File: config.mk
export PLATFORM = sky130hd
export DESIGN_NAME = pmu_counter_unit
export DESIGN_NICKNAME = d
export VERILOG_FILES = /design/src/rtl/pmu_pkg.sv /design/src/rtl/pmu_evt_ctr.sv /design/src/rtl/pmu_cyc_ctr.sv /design/src/rtl/pmu_counter_unit.sv
export SDC_FILE = /design/constraint.sdc
export NUM_CORES = 1
export LEC_CHECK = 0
export BUFFER_PORTS_ARGS = -buffer_cell sky130_fd_sc_hd__buf_4
export CORE_UTILIZATION = 40
export DETAILED_ROUTE_END_ITERATION = 8
export PLACE_DENSITY = 0.53
export SYNTH_ARGS = -nofsm -noshare
export SYNTH_HDL_FRONTEND = slang
export SYNTH_SLANG_ARGS = --single-unit
File: constraint.sdc
create_clock -name clk -period 3.1 [get_ports clk]
set_clock_uncertainty 0.2 [all_clocks]
set_input_delay 0 -clock clk [delete_from_list [all_inputs] [get_ports clk]]
set_output_delay 0 -clock clk [all_outputs]
set_load 0.02 [all_outputs]
File: src/rtl/pmu_pkg.sv
package pmu_pkg;
  localparam int unsigned ADDR_W = 4;
  localparam int unsigned DATA_W = 32;

  localparam logic [ADDR_W-1:0] A_CTRL  = 4'd0;
  localparam logic [ADDR_W-1:0] A_ENSET = 4'd1;
  localparam logic [ADDR_W-1:0] A_OVF   = 4'd2;
  localparam logic [ADDR_W-1:0] A_SEL   = 4'd3;
  localparam logic [ADDR_W-1:0] A_ETYPE = 4'd4;
  localparam logic [ADDR_W-1:0] A_ECNT  = 4'd5;
  localparam logic [ADDR_W-1:0] A_CYC   = 4'd6;
  localparam logic [ADDR_W-1:0] A_ID0   = 4'd7;
  localparam logic [ADDR_W-1:0] A_ID1   = 4'd8;

  localparam int unsigned CB_EN     = 0;
  localparam int unsigned CB_EVRST  = 1;
  localparam int unsigned CB_CYCRST = 2;
  localparam int unsigned CB_DIV    = 3;
endpackage

File: src/rtl/pmu_evt_ctr.sv
module pmu_evt_ctr #(
  parameter int unsigned CNT_W   = 32,
  parameter int unsigned N_CODES = 12,
  parameter int unsigned CODE_W  = 4
) (
  input  logic              clk,
  input  logic              rst_n,
  input  logic              en,
  input  logic [N_CODES-1:0] evt_vec,
  input  logic [CODE_W-1:0] type_code,
  input  logic              clr,
  input  logic              ld,
  input  logic [CNT_W-1:0]  ld_val,
  output logic [CNT_W-1:0]  count,
  output logic              wrap
);
  localparam int unsigned PAD_W = (1 << CODE_W) - N_CODES;

  logic [(1<<CODE_W)-1:0] evt_pad;
  logic                   inc;

  assign evt_pad = {{PAD_W{1'b0}}, evt_vec};
  assign inc     = en & evt_pad[type_code];
  assign wrap    = inc & ~clr & ~ld & (&count);

  always_ff @(posedge clk or negedge rst_n) begin
    if (!rst_n)      count <= '0;
    else if (clr)    count <= '0;
    else if (ld)     count <= ld_val;
    else if (inc)    count <= count + 1'b1;
  end

  AST_EVT_HOLD_OFF: assert property (@(posedge clk) disable iff (!rst_n)
    (!en && !clr && !ld) |=> $stable(count));
  AST_EVT_CLEARED: assert property (@(posedge clk) disable iff (!rst_n)
    clr |=> (count == '0));
  AST_EVT_STEP: assert property (@(posedge clk) disable iff (!rst_n)
    (inc && !clr && !ld) |=> (count == $past(count) + 1'b1));
endmodule

File: src/rtl/pmu_cyc_ctr.sv
module pmu_cyc_ctr #(
  parameter int unsigned CNT_W   = 32,
  parameter int unsigned PRESC_W = 6
) (
  input  logic             clk,
  input  logic             rst_n,
  input  logic             en,
  input  logic             div,
  input  logic             clr,
  input  logic             ld,
  input  logic [CNT_W-1:0] ld_val,
  output logic [CNT_W-1:0] count,
  output logic             wrap
);
  logic [PRESC_W-1:0] presc;
  logic               tick;

  assign tick = en & (~div | (&presc));
  assign wrap = tick & ~clr & ~ld & (&count);

  always_ff @(posedge clk or negedge rst_n) begin
    if (!rst_n)            presc <= '0;
    else if (clr)          presc <= '0;
    else if (en && div)    presc <= presc + 1'b1;
  end

  always_ff @(posedge clk or negedge rst_n) begin
    if (!rst_n)      count <= '0;
    else if (clr)    count <= '0;
    else if (ld)     count <= ld_val;
    else if (tick)   count <= count + 1'b1;
  end

  AST_CYC_CLEARED: assert property (@(posedge clk) disable iff (!rst_n)
    clr |=> (count == '0));
  AST_CYC_PRESC_HOLD: assert property (@(posedge clk) disable iff (!rst_n)
    (en && div && !(&presc) && !clr && !ld) |=> $stable(count));
  AST_CYC_HOLD_OFF: assert property (@(posedge clk) disable iff (!rst_n)
    (!en && !clr && !ld) |=> $stable(count));
endmodule

File: src/rtl/pmu_counter_unit.sv
module pmu_counter_unit
  import pmu_pkg::*;
#(
  parameter int unsigned N_CTR      = 4,
  parameter int unsigned CNT_W      = 32,
  parameter int unsigned N_CODES    = 12,
  parameter int unsigned CODE_W     = 4,
  parameter int unsigned PRESC_LOG2 = 6
) (
  input  logic               clk,
  input  logic               rst_n,
  input  logic [ADDR_W-1:0]  bus_addr,
  input  logic               bus_we,
  input  logic [DATA_W-1:0]  bus_wdata,
  output logic [DATA_W-1:0]  bus_rdata,
  input  logic [N_CODES-1:0] evt_in
);
  localparam int unsigned SEL_W = (N_CTR > 1) ? $clog2(N_CTR) : 1;
  localparam int unsigned CYC_BIT = DATA_W - 1;
  localparam logic [DATA_W-1:0] IMPL_MASK =
    (DATA_W'(1) << CYC_BIT) | ((DATA_W'(1) << N_CTR) - 1);
  localparam logic [DATA_W-1:0] ID_WORD = (DATA_W'(1) << N_CODES) - 1;

  logic              ctl_en_q, ctl_div_q;
  logic [DATA_W-1:0] enmask_q, ovf_q, wrap_vec;
  logic [SEL_W-1:0]  sel_q;
  logic [CODE_W-1:0] etype_q [N_CTR];
  logic [CNT_W-1:0]  ecnt [N_CTR];
  logic [N_CTR-1:0]  ewrap;
  logic [CNT_W-1:0]  ccnt;
  logic              cwrap;

  logic wr_ctrl, wr_enset, wr_ovf, wr_sel, wr_etype, wr_ecnt, wr_cyc;
  logic ev_clr, cy_clr;

  assign wr_ctrl  = bus_we && (bus_addr == A_CTRL);
  assign wr_enset = bus_we && (bus_addr == A_ENSET);
  assign wr_ovf   = bus_we && (bus_addr == A_OVF);
  assign wr_sel   = bus_we && (bus_addr == A_SEL);
  assign wr_etype = bus_we && (bus_addr == A_ETYPE);
  assign wr_ecnt  = bus_we && (bus_addr == A_ECNT);
  assign wr_cyc   = bus_we && (bus_addr == A_CYC);
  assign ev_clr   = wr_ctrl && bus_wdata[CB_EVRST];
  assign cy_clr   = wr_ctrl && bus_wdata[CB_CYCRST];

  // control, select and enable-mask registers
  always_ff @(posedge clk or negedge rst_n) begin
    if (!rst_n) begin
      ctl_en_q  <= 1'b0;
      ctl_div_q <= 1'b0;
      sel_q     <= '0;
      enmask_q  <= '0;
    end else begin
      if (wr_ctrl) begin
        ctl_en_q  <= bus_wdata[CB_EN];
        ctl_div_q <= bus_wdata[CB_DIV];
      end
      if (wr_sel)   sel_q    <= bus_wdata[SEL_W-1:0];
      if (wr_enset) enmask_q <= enmask_q | (bus_wdata & IMPL_MASK);
    end
  end

  // overflow flags: wrap sets, write-one clears, set wins
  always_comb begin
    wrap_vec                = '0;
    wrap_vec[N_CTR-1:0]     = ewrap;
    wrap_vec[CYC_BIT]       = cwrap;
  end

  always_ff @(posedge clk or negedge rst_n) begin
    if (!rst_n) ovf_q <= '0;
    else        ovf_q <= (ovf_q & ~(wr_ovf ? bus_wdata : '0)) | wrap_vec;
  end

  // event counters
  for (genvar gi = 0; gi < N_CTR; gi++) begin : g_ctr
    logic hit_sel;
    assign hit_sel = (sel_q == SEL_W'(gi));

    always_ff @(posedge clk or negedge rst_n) begin
      if (!rst_n)                   etype_q[gi] <= '0;
      else if (wr_etype && hit_sel) etype_q[gi] <= bus_wdata[CODE_W-1:0];
    end

    pmu_evt_ctr #(
      .CNT_W   (CNT_W),
      .N_CODES (N_CODES),
      .CODE_W  (CODE_W)
    ) u_evt (
      .clk       (clk),
      .rst_n     (rst_n),
      .en        (ctl_en_q & enmask_q[gi]),
      .evt_vec   (evt_in),
      .type_code (etype_q[gi]),
      .clr       (ev_clr),
      .ld        (wr_ecnt && hit_sel),
      .ld_val    (bus_wdata[CNT_W-1:0]),
      .count     (ecnt[gi]),
      .wrap      (ewrap[gi])
    );
  end

  pmu_cyc_ctr #(
    .CNT_W   (CNT_W),
    .PRESC_W (PRESC_LOG2)
  ) u_cyc (
    .clk    (clk),
    .rst_n  (rst_n),
    .en     (ctl_en_q & enmask_q[CYC_BIT]),
    .div    (ctl_div_q),
    .clr    (cy_clr),
    .ld     (wr_cyc),
    .ld_val (bus_wdata[CNT_W-1:0]),
    .count  (ccnt),
    .wrap   (cwrap)
  );

  // read mux
  always_comb begin
    bus_rdata = '0;
    unique case (bus_addr)
      A_CTRL: begin
        bus_rdata[CB_EN]  = ctl_en_q;
        bus_rdata[CB_DIV] = ctl_div_q;
      end
      A_ENSET: bus_rdata = enmask_q;
      A_OVF:   bus_rdata = ovf_q;
      A_SEL:   bus_rdata[SEL_W-1:0]  = sel_q;
      A_ETYPE: bus_rdata[CODE_W-1:0] = etype_q[sel_q];
      A_ECNT:  bus_rdata[CNT_W-1:0]  = ecnt[sel_q];
      A_CYC:   bus_rdata[CNT_W-1:0]  = ccnt;
      A_ID0:   bus_rdata = ID_WORD;
      default: bus_rdata = '0;
    endcase
  end

  AST_OVF_ON_WRAP: assert property (@(posedge clk) disable iff (!rst_n)
    (|wrap_vec) |=> ((ovf_q & $past(wrap_vec)) == $past(wrap_vec)));
  AST_ENMASK_STICKY: assert property (@(posedge clk) disable iff (!rst_n)
    1'b1 |=> ((enmask_q & $past(enmask_q)) == $past(enmask_q)));
  AST_OVF_ONLY_IMPL: assert property (@(posedge clk) disable iff (!rst_n)
    1'b1 |=> ((ovf_q & ~IMPL_MASK) == '0));
endmodule

==> impl_metrics.tcl <==
set metrics [dict create \
    synth-compound-area-share_pct 21.4 \
    finalHoldViolations 0 \
    grt_util_met2_pct 42.7 \
    fin_crit_ns 2.94 \
    fillers 3311 \
    hold_slack_ns 0.0689 \
    routed_via_density 6.28 \
    grt_overflow 0 \
    pre_cts_ws_ns 0.397 \
    fp.dieW_um 191 \
    crit_arrival_ns 2.74 \
    synthDistinctLibCells 74 \
    synth_top_cell_by_area "dfrtp_1" \
    ant_nets 0 \
    antenna_found_initial 1 \
    die-height_um 191 \
    timing.final.max_slew_violations 0 \
    clock_sinks 223 \
    hp-class "in2reg" \
    die_area_mm2 0.0365 \
    rr_startpoint "etype_q[1]$_DFFE_PN0P_" \
    ys_warn_count 0 \
    cp.required_ns 2.90 \
    met1_usage_pct 43.5 \
    drive_gt1_share_pct 15.7 \
    drc 0 \
    portBuffers 82 \
    rrSetupSlack_ns 0.24 \
    grt_setup_unrepaired "false" \
    routed_wl_um 53000 \
    startpoint "sel_q[0]$_DFFE_PN0P_" \
    yosysSeqAreaShare_pct 39.1 \
    std_cell_rows 68 \
    max-cap-violations 0 \
    initial_core_util_pct 41.0 \
    synth_xor_xnor_area_share_pct 4.42 \
    synthFlopType "dfrtp_1" \
    outcome "complete, no violations" \
    ys_top_cells_by_area "dfrtp_1, mux4_2, o21ai_0" \
    yosys_register_bits 223 \
    clk_transition_reported_paths_ns 0.06 \
    num_antenna_cells 0 \
    top_usage_layer "met1" \
    syn_area_mm2 0.0143 \
    synth-edff-count 0 \
    synth_mux_area_share_pct 9.74 \
    fin_util_pct 49.7 \
    syn_to_final_growth_pct 21.2 \
    grtUsageTotal_pct 29.3 \
    powerDensity_mw_per_mm2 631 \
    synthTopCellsByCount "dfrtp_1, nand2_1, o21ai_0" \
    setup_tns_ns 0 \
    root_buffer "clkbuf_16" \
    cts_tree "yes" \
    critPathLaunchType "flop" \
    cp-end-kind "primary output" \
    worstMarginPinSlew_ns 0.892 \
    reg2reg_to "g_ctr[3].u_evt.count[5]$_DFFE_PN0P_" \
    clk_latency_ns 0.58 \
    grt_pass1_vias 13006 \
    cts_buffer_depth 3 \
    cts_htree_levels 1 \
    synth_area_per_cell_um2 8.91 \
    vias 13858 \
    endpoint "bus_rdata[3]" \
    fin_crit_sh_pct 94.8 \
    synth.most_common_cell "dfrtp_1" \
    io_pins 83 \
    met3_usage_pct 5.80 \
    grt_pass1_wl_um 80500 \
    synth_adder_area_share_pct 0.526 \
    worstPathMaxFanout 32 \
    grt_max_degree 67 \
    synth_top_cell_area_share_pct 39.1 \
    synth_nets 1659 \
    dp_hpwl_um 37700 \
    setup_viol 0 \
    slew_headroom_pct 40.2 \
    drt_first_pass_iters 8 \
    synth-simple-area-share_pct 20.7 \
    synth_top_family_by_area "compound AO/OA/AOI/OAI gates" \
    cts-buffers-inserted 29 \
    setup_slack_ns 0.163 \
    drt_iter0_drc 1243 \
    final_nets 1786 \
    routedWlPerCell_um 24.0 \
    worst-r2r-cell-count 8 \
    gp_congestion 0.935 \
    leakagePower_nw 6.90 \
    ir_drop_mv 0.438 \
    coreArea_mm2 0.0348 \
    syn_inst 1602 \
    fmax_mhz 340 \
    setup.worst_path.class "reg2out" \
    ys_async_sr_fraction_pct 100 \
]
==> cell type report <==
class,instances,area [um2],area share [%]
Multi-Input combinational cell,1230,8170,47.2
Timing Repair Buffer,208,1870,10.8
Clock inverter,10,109,0.629
Clock buffer,43,868,5.02
Inverter,37,139,0.802
Sequential cell,223,5590,32.3
Tap cell,455,569,3.29
==> metal layers <==
metal,routed length [um],vias to the layer above
met2,22600,630
met4,1530,0
met3,4790,98
met1,24100,6862
met5,0,-
li1,-,6268
==> where the power goes <==
group          switching, mW  internal [mW]
registers               1.03           3.54
clock network           1.40           2.09
logic                   1.49           1.37
total                   3.92           7.00
==> state kept, by name, indices dropped and copies added, names as in the netlist <==
register	cells
etype_q	16
sel_q	2
g_ctr.u_evt.count	128
ovf_q	32
u_cyc.count	32
u_cyc.presc	6
ctl_en_q	1
ctl_div_q	1
enmask_q	5
==> worst min path at each step <==
stage                        from                                   end  slack (ns)  depth (start not counted)
floorplan                   rst_n                 ctl_div_q$_DFFE_PN0N_       -0.50                          0
global placement            rst_n            u_cyc.presc[5]$_DFFE_PN0P_       -0.20                          1
detailed placement          rst_n            u_cyc.presc[5]$_DFFE_PN0P_       -0.21                          1
CTS                 bus_wdata[30]  g_ctr[2].u_evt.count[30]$_DFFE_PN0P_        0.05                          4
global route        bus_wdata[30]  g_ctr[1].u_evt.count[30]$_DFFE_PN0P_        0.12                          4
finish              bus_wdata[30]  g_ctr[2].u_evt.count[30]$_DFFE_PN0P_        0.07                          4
==> kinds of logic after synthesis <==
| group | Yosys count |
|---|---|
| fa+ha+maj | 6 |
| compound gates | 488 |
| flops | 223 |
| mux | 85 |
| buf+inv | 149 |
| simple gates | 579 |
| xor+xnor | 72 |
==> worst max-delay path, stage by stage (launching register included) <==
cell	delay, ns
dfrtp_4	0.59
buf_12	0.30
mux4_2	0.57
a22oi_1	0.30
o21ai_0	0.19
buf_4	0.20
==> timing repair <==
| action | CTS | global route |
|---|---|---|
| hold endpoints to repair | 446 | 0 |
| buffers inserted | 0 | 0 |
| gates resized for setup | 0 | 1 |
| hold buffers | 73 | 0 |
| endpoints found under the setup margin | 0 | 1 |
==> metrics by stage <==
stage	power (mW)	instance area, um2	cells
after floorplan	6.13	14300	1602
after global placement	7.29	15600	2080
after detailed placement	7.34	15600	2080
after CTS	10.9	17300	2206
after global routing	11.4	17300	2206
final	10.9	17300	2206
==> placed cells by master (no fill, tap or decap), types with 41 or more instances in the layout <==
cell type	instances
o21ai_0	153
nor2_1	103
buf_4	126
dfrtp_1	221
nand3_1	60
dlygate4sd3_1	72
xnor2_1	60
nor3_1	70
nand2_1	166
a21oi_1	140
mux4_2	41
No activity file was read; power rests on OpenSTA's default activity.
